[config.mk]
export PLATFORM = sky130hd
export DESIGN_NAME = tick_uart
export DESIGN_NICKNAME = d
export VERILOG_FILES = /design/src/rtl/tick_uart_pkg.sv /design/src/rtl/tu_free_counter.sv /design/src/rtl/tu_sync.sv /design/src/rtl/tu_compare.sv /design/src/rtl/tu_channel.sv /design/src/rtl/tick_uart.sv
export SDC_FILE = /design/constraint.sdc
export NUM_CORES = 1
export LEC_CHECK = 0
export CAP_MARGIN = 20
export CELL_PAD_IN_SITES_DETAIL_PLACEMENT = 1
export CELL_PAD_IN_SITES_GLOBAL_PLACEMENT = 1
export CORE_UTILIZATION = 45
export DETAILED_ROUTE_END_ITERATION = 7
export GPL_TIMING_DRIVEN = 0
export PLACE_DENSITY = 0.83
export REMOVE_ABC_BUFFERS = 1
export SYNTH_ARGS = -nofsm -noshare
export SYNTH_HDL_FRONTEND = slang
export SYNTH_SLANG_ARGS = --single-unit
[constraint.sdc]
create_clock -name clk -period 3.4 [get_ports clk]
set_input_delay 0.34 -clock clk [delete_from_list [all_inputs] [get_ports clk]]
set_output_delay 0.34 -clock clk [all_outputs]
set_load 0.1 [all_outputs]
[src/rtl/tick_uart_pkg.sv]
package tick_uart_pkg;
   typedef enum logic [1:0] {
      CH_IDLE    = 2'd0,
      CH_TX      = 2'd1,
      CH_RX_HUNT = 2'd2,
      CH_RX_BITS = 2'd3
   } ch_state_t;
endpackage

[src/rtl/tu_free_counter.sv]
module tu_free_counter #(
   parameter int W = 16
) (
   input  logic         clk,
   input  logic         rst_n,
   input  logic         tick_en,
   output logic [W-1:0] count
);
   always_ff @(posedge clk) begin
      if (!rst_n)       count <= '0;
      else if (tick_en) count <= count + W'(1);
   end

   // one step per tick, wrapping naturally
   a_r1_count_step: assert property (@(posedge clk) disable iff (!rst_n)
      tick_en |=> count == $past(count) + W'(1));
   a_r1_count_hold: assert property (@(posedge clk) disable iff (!rst_n)
      !tick_en |=> $stable(count));
endmodule

[src/rtl/tu_sync.sv]
module tu_sync #(
   parameter int   STAGES    = 2,
   parameter logic RESET_VAL = 1'b1
) (
   input  logic clk,
   input  logic rst_n,
   input  logic d,
   output logic q
);
   logic [STAGES-1:0] chain;

   generate
      if (STAGES < 2) begin : g_bad
         $error("tu_sync needs at least two stages");
      end
   endgenerate

   always_ff @(posedge clk) begin
      if (!rst_n) chain <= {STAGES{RESET_VAL}};
      else        chain <= {chain[STAGES-2:0], d};
   end

   assign q = chain[STAGES-1];
endmodule

[src/rtl/tu_compare.sv]
module tu_compare #(
   parameter int W    = 16,
   parameter int STEP = 27
) (
   input  logic         clk,
   input  logic         rst_n,
   input  logic         tick_en,
   input  logic [W-1:0] count,
   input  logic         armed,
   input  logic         load,
   input  logic [W-1:0] load_val,
   output logic         hit
);
   localparam logic [W-1:0] STEP_V = W'(STEP);
   localparam logic [W-1:0] GAP_V  = W'(STEP - 1);

   logic [W-1:0] cmp_q;

   assign hit = armed && tick_en && (count == cmp_q);

   always_ff @(posedge clk) begin
      if (!rst_n)    cmp_q <= '0;
      else if (load) cmp_q <= load_val;
      else if (hit)  cmp_q <= cmp_q + STEP_V;
   end

   // after a match the next match lies exactly one period ahead (mod 2^W)
   a_r5_next_match_ahead: assert property (@(posedge clk) disable iff (!rst_n)
      (hit && !load) |=> (W'(cmp_q - count) == GAP_V));
endmodule

[src/rtl/tu_channel.sv]
module tu_channel
   import tick_uart_pkg::*;
#(
   parameter int W          = 16,
   parameter int DATA_W     = 8,
   parameter int BIT_TICKS  = 27,
   parameter int HALF_TICKS = 14
) (
   input  logic              clk,
   input  logic              rst_n,
   input  logic [W-1:0]      count,
   input  logic              hit,
   input  logic              rx_s,
   input  logic [DATA_W-1:0] tx_data,
   input  logic              tx_start,
   input  logic              rx_arm,
   output logic              armed,
   output logic              load,
   output logic [W-1:0]      load_val,
   output logic              tx_out,
   output logic              busy,
   output logic              tx_done,
   output logic [DATA_W-1:0] rx_data,
   output logic              rx_done
);
   localparam int FRAME = DATA_W + 2;
   localparam int CW    = $clog2(FRAME + 1);
   localparam logic [W-1:0] TX_LEAD = W'(BIT_TICKS);
   localparam logic [W-1:0] RX_LEAD = W'(BIT_TICKS + HALF_TICKS);

   ch_state_t          state;
   logic [FRAME-1:0]   tx_sh;
   logic [DATA_W-1:0]  rx_sh;
   logic [CW-1:0]      bits;
   logic               rx_prev;
   logic               fall;
   logic               take_tx;

   assign fall    = rx_prev && !rx_s;
   assign take_tx = (state == CH_IDLE) && tx_start;
   assign load    = take_tx || ((state == CH_RX_HUNT) && fall);
   assign load_val = count + (take_tx ? TX_LEAD : RX_LEAD);
   assign armed   = (state == CH_TX) || (state == CH_RX_BITS);
   assign busy    = (state != CH_IDLE);

   always_ff @(posedge clk) begin
      if (!rst_n) begin
         state   <= CH_IDLE;
         tx_sh   <= '0;
         rx_sh   <= '0;
         bits    <= '0;
         rx_prev <= 1'b1;
         tx_out  <= 1'b1;
         tx_done <= 1'b0;
         rx_done <= 1'b0;
         rx_data <= '0;
      end else begin
         tx_done <= 1'b0;
         rx_done <= 1'b0;
         rx_prev <= rx_s;
         case (state)
            CH_IDLE: begin
               if (tx_start) begin
                  tx_sh <= {1'b1, tx_data, 1'b0};
                  bits  <= CW'(FRAME);
                  state <= CH_TX;
               end else if (rx_arm) begin
                  state <= CH_RX_HUNT;
               end
            end
            CH_TX: begin
               if (hit) begin
                  if (bits == '0) begin
                     tx_out  <= 1'b1;
                     tx_done <= 1'b1;
                     state   <= CH_IDLE;
                  end else begin
                     tx_out <= tx_sh[0];
                     tx_sh  <= tx_sh >> 1;
                     bits   <= bits - CW'(1);
                  end
               end
            end
            CH_RX_HUNT: begin
               if (fall) begin
                  bits  <= CW'(DATA_W);
                  state <= CH_RX_BITS;
               end
            end
            CH_RX_BITS: begin
               if (hit) begin
                  rx_sh <= {rx_s, rx_sh[DATA_W-1:1]};
                  bits  <= bits - CW'(1);
                  if (bits == CW'(1)) begin
                     rx_data <= {rx_s, rx_sh[DATA_W-1:1]};
                     rx_done <= 1'b1;
                     state   <= CH_IDLE;
                  end
               end
            end
            default: state <= CH_IDLE;
         endcase
      end
   end

   // the line rests at mark outside a transmit frame
   a_r2_mark_outside_tx: assert property (@(posedge clk) disable iff (!rst_n)
      (state != CH_TX) |-> tx_out);
   // the pin only moves on the edge of a compare match
   a_r3_edge_on_match: assert property (@(posedge clk) disable iff (!rst_n)
      !$stable(tx_out) |-> $past(hit));
   // completion is a single pulse and leaves the channel idle
   a_r6_done_single: assert property (@(posedge clk) disable iff (!rst_n)
      tx_done |-> (!busy && $past(hit)));
   a_r6_done_pulse: assert property (@(posedge clk) disable iff (!rst_n)
      tx_done |=> !tx_done);
   // a received byte is only delivered on a sampling match
   a_r8_rx_on_sample: assert property (@(posedge clk) disable iff (!rst_n)
      rx_done |-> ($past(hit) && !busy));
   // requests during a transmit frame cannot arm reception
   a_r10_no_arm_when_busy: assert property (@(posedge clk) disable iff (!rst_n)
      ((state == CH_TX) && (tx_start || rx_arm)) |=> (state != CH_RX_HUNT));
   a_r10_done_exclusive: assert property (@(posedge clk) disable iff (!rst_n)
      $onehot0({tx_done, rx_done}));
endmodule

[src/rtl/tick_uart.sv]
module tick_uart #(
   parameter int CNT_W       = 16,
   parameter int DATA_W      = 8,
   parameter int BIT_TICKS   = 27,
   parameter int HALF_TICKS  = 14,
   parameter int SYNC_STAGES = 2
) (
   input  logic              clk,
   input  logic              rst_n,
   input  logic              tick_en,
   input  logic [DATA_W-1:0] tx_data,
   input  logic              tx_start,
   input  logic              rx_arm,
   input  logic              rx_in,
   output logic              tx_out,
   output logic              busy,
   output logic              tx_done,
   output logic [DATA_W-1:0] rx_data,
   output logic              rx_done
);
   generate
      if (HALF_TICKS >= BIT_TICKS || HALF_TICKS < 1) begin : g_bad_half
         $error("HALF_TICKS must lie between 1 and BIT_TICKS-1");
      end
      if (BIT_TICKS + HALF_TICKS >= 2 ** (CNT_W - 1)) begin : g_bad_bit
         $error("bit period too long for the counter width");
      end
   endgenerate

   logic [CNT_W-1:0] count;
   logic [CNT_W-1:0] load_val;
   logic             hit, armed, load, rx_s;

   tu_free_counter #(.W(CNT_W)) u_cnt (
      .clk(clk), .rst_n(rst_n), .tick_en(tick_en), .count(count));

   tu_sync #(.STAGES(SYNC_STAGES), .RESET_VAL(1'b1)) u_sync (
      .clk(clk), .rst_n(rst_n), .d(rx_in), .q(rx_s));

   tu_compare #(.W(CNT_W), .STEP(BIT_TICKS)) u_cmp (
      .clk(clk), .rst_n(rst_n), .tick_en(tick_en), .count(count),
      .armed(armed), .load(load), .load_val(load_val), .hit(hit));

   tu_channel #(
      .W(CNT_W), .DATA_W(DATA_W),
      .BIT_TICKS(BIT_TICKS), .HALF_TICKS(HALF_TICKS)
   ) u_ch (
      .clk(clk), .rst_n(rst_n), .count(count), .hit(hit), .rx_s(rx_s),
      .tx_data(tx_data), .tx_start(tx_start), .rx_arm(rx_arm),
      .armed(armed), .load(load), .load_val(load_val),
      .tx_out(tx_out), .busy(busy), .tx_done(tx_done),
      .rx_data(rx_data), .rx_done(rx_done));
endmodule

* After elaboration in Yosys (flattened, before gate mapping)
Index checks and enable logic that the tools add are counted.
** Storage, ports and cells
- Bits in registers :: 70
- Bits of input ports :: 14
- Output and inout port bits :: 12
- Word-level logic and storage cells :: 74
** Operators by class
- $add $sub $neg :: 4
- Eq/ne operators :: 13
- Mux-type cells :: 24
- Reductions and logical operators :: 21
** Operator list (number)
- $mux W16 :: 2
- $mux W10 :: 3
- $mux W4 :: 5
- $pmux W10 S2 :: 1
- $add A16 B1 Y16 const B :: 1
- $add A16 B16 Y16 :: 1
- $add A16 B5 Y16 const B :: 1
- $eq A16 B16 Y1 :: 1
- $pmux W4 S4 :: 1
- $mux W2 :: 7
- $ne A2 B2 Y1 const B :: 6
- $reduce_and A3 Y1 :: 3
- $pmux W2 S4 :: 1
- $mux W6 :: 1
- $reduce_and A6 Y1 :: 1
- $reduce_bool A2 Y1 :: 3
- $logic_and A1 B1 Y1 :: 5
- $reduce_and A5 Y1 :: 1
- $eq A2 B2 Y1 const B :: 2
- $eq A4 B1 Y1 const B :: 1
- $logic_not A4 Y1 :: 1
- $reduce_and A2 Y1 :: 2
- $reduce_and A4 Y1 :: 1
- $sub A4 B1 Y4 const B :: 1
- other kinds (7) :: 10

* Longest topological paths before layout
- Word-level depth :: 6
- Gate-level depth with buffers :: 10
- Depth with buffers taken out :: 9

* Modules after synthesis
A second synthesis with hierarchy kept.
** Unflattened totals
- Cell total of the unflattened synthesis :: 482
- Area total of the unflattened synthesis :: 4001.3 µm²
** Modules (own cells, without submodules)
- tu_channel :: instances 1, cells an instance 238, area each 2001.9 µm², sequential area each 700.7 µm²
- tu_compare :: instances 1, cells an instance 157, area each 1202.4 µm², sequential area each 320.3 µm²
- tu_free_counter :: instances 1, cells an instance 83, area each 744.5 µm², sequential area each 320.3 µm²
- tu_sync :: instances 1, cells an instance 4, area each 52.6 µm², sequential area each 40.0 µm²

* Worst setup path before layout
No wires, ideal clock.
- Path type :: register to register
- Start :: register u_ch.state[0]
- End :: register u_cmp.cmp_q[8]
- Library setup time :: 0.133 ns
- Arrival :: 2.203 ns
- Required time :: 3.267 ns
- Slack :: 1.063 ns
- Stages on the path, launching flop included :: 11
- Buffers on the path :: 1
- Period minus slack after synthesis :: 2.337 ns
- Path through :: dfxtp_1 -> clkbuf_1 -> nor3b_1 -> xor2_1 -> ha_1 -> o21ai_0 -> a21boi_0 -> o22ai_1 -> nor2_1 -> xnor2_1 -> o221ai_1
** On the way
- Word-level cells in the longest chain between the ends :: 5
- Elaborated cells between the ends (all ways) :: 14
- Those cells by class :: add/sub (1); eq/ne (3); mux (2); reduce/logical (8)
** RTL lines
- start, declared :: line tu_channel.sv:31 : ch_state_t state;
- start signal, assigned :: line tu_channel.sv:48 : state <= CH_IDLE;
- start signal, assigned :: line tu_channel.sv:66 : state <= CH_TX;
- start signal, assigned :: line tu_channel.sv:68 : state <= CH_RX_HUNT;
- $logic_not A2 Y1 (tied with other cells) :: line tu_channel.sv:40 : assign take_tx = (state == CH_IDLE) && tx_start;
- $logic_and A1 B1 Y1 / $logic_or A1 B1 Y1 (equally long branches) :: line tu_channel.sv:40, tu_channel.sv:43
- $mux W6 / $logic_and A1 B1 Y1 (equally long branches) :: line tu_channel.sv:42, tu_compare.sv:19
- $add A16 B16 Y16 / $logic_and A1 B1 Y1 (equally long branches) :: line tu_channel.sv:42, tu_compare.sv:19
- $mux W16 / $reduce_bool A2 Y1 (equally long branches)
- end signal, assigned :: line tu_compare.sv:23 : else if (load) cmp_q <= load_val;
- end signal, assigned :: line tu_compare.sv:24 : else if (hit) cmp_q <= cmp_q + STEP_V;
- end, declared :: line tu_compare.sv:17 : logic [W-1:0] cmp_q;
Several ways; a longest one is shown, not always the timed one.
A chain may end at the register's enable or synchronous reset.

* Worst setup path after layout
- Start :: register u_cnt.count[0]
- End :: register u_cmp.cmp_q[7]
** On the way
- Word-level cells in the longest chain between the ends :: 3
- Elaborated cells between the ends (all ways) :: 5
- Those cells by class :: add/sub (1); eq/ne (1); mux (1); reduce/logical (2)
** RTL lines
- start, declared :: line tu_free_counter.sv:7 : output logic [W-1:0] count
- start signal, assigned :: line tu_free_counter.sv:11 : else if (tick_en) count <= count + W'(1);
- branches (longest 3 deep; another with $add A16 B16 Y16)
Parallel ways; which one is timed is not known.

==> results.txt <==
Among all flip-flop cells after synthesis, the most frequent one is sky130_fd_sc_hd__dfxtp_1. Across every metal layer, demand over resource in global routing totals 0.250. The number of global-route vias before repair came to roughly 3.4k. The die outline area came out at slightly below 0.009 mm^2. The non-filler instance count after layout came out at 564. The power after layout is slightly above 2000 uW. STA classifies the critical path startpoint as a flip-flop. Measured along the y axis, the die boundary spans around 93 um. In this run the clock root is driven by a sky130_fd_sc_hd__clkbuf_8. The number of nets in the finished design came out at 477. Once detail routing completed, the nets flagged for antenna violations numbered 0. The delay of the slowest critical-path stage came out at about 990 ps. The share of synthesized area in the top cell type comes to 0.369.

The area of the placeable core is 0.00789 mm^2. The setup path with the least slack is of type reg2reg. The critical path capture point type is a flip-flop.

In the final routed layout, each cell accounts on average for between 15 and 20 um. Port buffering added 25 buffers. The arrival time of the worst setup path came out at between 3000 and 4000 ps. The width of the chip came out at 93.2 um. The iteration count of the initial detailed-routing pass came out at 4.

Yosys printed 0 warnings. The number of enable flip-flop cells after synthesis came out at 0. On the critical path, the stage with the largest delay is an instance of sky130_fd_sc_hd__nor2_1. After synthesis, the netlist uses 55 different library cells. Setup repair after global routing left no endpoint under its margin.

After the first detailed-routing iteration, the DRC count stood at 167. TritonCTS built the clock tree. Entering global routing, the biggest net connects 28 pins. For this block, the via count after detailed routing is about 3.3k. The number of antenna violations at the first check in global routing came to 0. The number of primary I/O pins is 26. The buffering stage count on the worst path with inverters included came out at 0.

The worst-margin pin slew is roughly 1100 ps. The post-route DRC violation count came out at 0. The number of clock sinks seen by CTS came out at just under 70. The peak supply drop came out at between 0.0002 and 0.0003 V. The synthesis-stage register bit count came out at 69. In this run the tightest slew margin relative to its limit is 0.297. The final worst clock skew is 10.7 ps. The flow ran to the end, and the final reports show no timing, DRC or antenna violations. The number of standard-cell rows in the floorplan is 32. The share of layout cells above drive strength 1 came out at 0.0779. The relative area change from synthesis to final layout came out at 14.0%. The total of endpoints with negative setup slack in the final report came out at 0. The count of endpoints failing hold in the final timing report is 0. The highest attainable clock frequency is ~320 MHz. The number of slew-limit violations in the final report is 0. The fill cell instance count of the final layout came out at around 960. The cell count after synthesis came out at 451. For this run, asynchronously set or reset flops after synthesis account for 0. Counting the buffers created by CTS gives 9.

In the post-route analysis, the smallest setup slack over all paths is approximately 270 ps. The min-delay analysis places its worst path in the category reg2reg. By area the synthesized netlist is led by sky130_fd_sc_hd__dfxtp_1, sky130_fd_sc_hd__xnor2_1, sky130_fd_sc_hd__mux2i_1, sky130_fd_sc_hd__nor2_1, sky130_fd_sc_hd__xor2_1. The worst-case register-to-register setup slack came out at between 200 and 300 ps.

The synthesized design spends more area on one cell type than any other, namely sky130_fd_sc_hd__dfxtp_1. The clock tree synthesis step divided the H-tree into 3 levels. The routability congestion estimate from global placement came out at a little over 0.8. The setup slack at placement came out at -177 ps. STA puts the critical path data required time at about 3700 ps.

The hold buffer count at cts came out at 0. Adding up every negative setup slack in the final design gives 0 ps. Broken down by cell family, the worst path's largest delay share belongs to simple AND/OR/NAND/NOR gates. The sequential share of the synthesized area came out at 0.369. The signal on the critical path passes through xor2_1, nor4_2, nand3b_1, nor2_1, a311oi_1, a211oi_1. The final cycle utilization of the critical path is 0.920. The count of maximum capacitance violations came out at 0. The total congestion overflow came out at 0. Clock-pin slew was measured on the worst setup and hold paths at roughly 90 ps.

The mapped cell area came out at approximately 0.0037 mm^2. The placed cell count came out at around 550. For this block, the routed nets add up to slightly above 10,000 um of wire. The leakage power is 0.00152 uW.

The wire-length estimate of the detail-placed layout is between 6000 and 7000 um. The starting density of the core came out at 0.475. The final core area utilization came out at 0.541.

The global-route wire length before repair came out at ~17,000 um. The power density over cell area is 480 mW/mm^2. Clock latency on the worst-skew pair, taken at its later pin, is 360 ps.

A synthesized cell averages between 8 and 9 um^2. The via density per instance is about 5.9. The number of antenna diodes in the final layout is 0. The clock period could shrink to 3130 ps. The buffer levels on the longest clock path came out at 2. The highest net fanout along the worst path is 14.
[synth_stat cells, types with 8 or more instances]
cell,count
sky130_fd_sc_hd__nor2_1,43
sky130_fd_sc_hd__mux2_2,8
sky130_fd_sc_hd__nand2_1,41
sky130_fd_sc_hd__mux2i_1,17
sky130_fd_sc_hd__inv_1,13
sky130_fd_sc_hd__dfxtp_1,69
sky130_fd_sc_hd__nand4_1,11
sky130_fd_sc_hd__nor3_1,17
sky130_fd_sc_hd__clkbuf_1,21
sky130_fd_sc_hd__xor2_1,18
sky130_fd_sc_hd__o21ai_0,22
sky130_fd_sc_hd__nand3_1,19
sky130_fd_sc_hd__a21oi_1,26
sky130_fd_sc_hd__xnor2_1,32
[worst reg2reg max path: stages (launching register included)]
cell                       delay, ps
sky130_fd_sc_hd__dfxtp_1         560
sky130_fd_sc_hd__xor2_1          170
sky130_fd_sc_hd__nor4_2          310
sky130_fd_sc_hd__nand3b_1        500
sky130_fd_sc_hd__nor2_1          990
sky130_fd_sc_hd__a311oi_1        240
sky130_fd_sc_hd__a211oi_1        280
[cell type report]
cell class | instances | area (um^2) | area share
Clock buffer | 9 | 124 | 0.0290
Timing Repair Buffer | 29 | 308 | 0.0721
Clock inverter | 7 | 124 | 0.0290
Tap cell | 102 | 128 | 0.0299
Sequential cell | 69 | 1380 | 0.323
Inverter | 14 | 52.6 | 0.0123
Multi-Input combinational cell | 334 | 2150 | 0.504
[layer usage]
| metal | wire length, um | GRT usage | share of wire |
|---|---|---|---|
| met5 | 0 | 0 | 0 |
| met4 | 114 | 0.0667 | 0.011 |
| met3 | 342 | 0.0602 | 0.034 |
| met2 | 5240 | 0.445 | 0.52 |
| met1 | 4450 | 0.298 | 0.44 |
[path summary, 6_finish.rpt]
kind                                                   from                     endpoint  cells past startpoint
worst min-delay path             u_sync.chain[0]$_SDFF_PN1_   u_sync.chain[1]$_SDFF_PN1_                      1
worst max register to register  u_cnt.count[0]$_SDFFE_PN0P_  u_cmp.cmp_q[7]$_SDFFE_PN0P_                      6
worst max-delay path            u_cnt.count[0]$_SDFFE_PN0P_  u_cmp.cmp_q[7]$_SDFFE_PN0P_                      6
worst min register to register   u_sync.chain[0]$_SDFF_PN1_   u_sync.chain[1]$_SDFF_PN1_                      1
[flip-flops by register name, indices dropped and copies added, names as in the netlist, 2 cells and up]
register / flops
u_ch.state: 2
u_ch.bits: 4
u_ch.rx_sh: 7
u_ch.rx_data: 8
u_sync.chain: 2
u_ch.tx_sh: 10
u_cnt.count: 16
u_cmp.cmp_q: 16
[power breakdown]
part	leakage, uW	switching [uW]	internal, uW	total [uW]
clock	0.000120	353	491	843
combinational	0.000840	193	121	314
sequential	0.000561	53.0	841	894
[kinds of logic (layout without fill, tap and decap cells)]
| kind of cell | count (synthesis) | after routing | share of synthesized area |
|---|---|---|---|
| xor+xnor | 50 | 50 | 0.117 |
| fa+ha+maj | 7 | 7 | 0.0227 |
| compound gates | 85 | 85 | 0.141 |
| buf+inv | 48 | 59 | 0.0585 |
| flops | 69 | 69 | 0.369 |
| simple gates | 167 | 167 | 0.223 |
| mux | 25 | 25 | 0.0695 |
[timing repair]
item,CTS,global route
setup endpoints to repair,0,20
buffers inserted,0,2
resized for setup,0,3
[metrics by stage]
step / cell area [um^2] / hold WS, ps
5_1_grt: 4270 / 420
3_5_place_dp: 4000 / 402
3_3_place_gp: 3960 / 389
2_1_floorplan: 3580 / 386
6_report: 4270 / 422
4_1_cts: 4250 / 421
[cells in the final DEF (no fill, tap or decap), types with 3 or more instances in the layout]
cell type,count
sky130_fd_sc_hd__xnor2_1,32
sky130_fd_sc_hd__mux2_2,8
sky130_fd_sc_hd__a21oi_1,26
sky130_fd_sc_hd__ha_1,6
sky130_fd_sc_hd__nand2b_1,4
sky130_fd_sc_hd__nor4_2,3
sky130_fd_sc_hd__o22ai_1,7
sky130_fd_sc_hd__and3_1,7
sky130_fd_sc_hd__nand4_1,11
sky130_fd_sc_hd__clkbuf_8,9
sky130_fd_sc_hd__bufinv_16,3
sky130_fd_sc_hd__xor2_1,18
sky130_fd_sc_hd__dfxtp_1,69
sky130_fd_sc_hd__nor3_1,17
sky130_fd_sc_hd__nand3_1,19
sky130_fd_sc_hd__clkdlybuf4s50_1,25
sky130_fd_sc_hd__inv_1,13
sky130_fd_sc_hd__or3_1,4
sky130_fd_sc_hd__o31ai_1,3
sky130_fd_sc_hd__nor2_1,43
sky130_fd_sc_hd__a21o_1,3
sky130_fd_sc_hd__nand2_1,41
sky130_fd_sc_hd__mux2i_1,17
sky130_fd_sc_hd__a211oi_1,5
sky130_fd_sc_hd__o21ai_0,22
sky130_fd_sc_hd__clkinv_4,3
(Power assumes the default switching activity.)
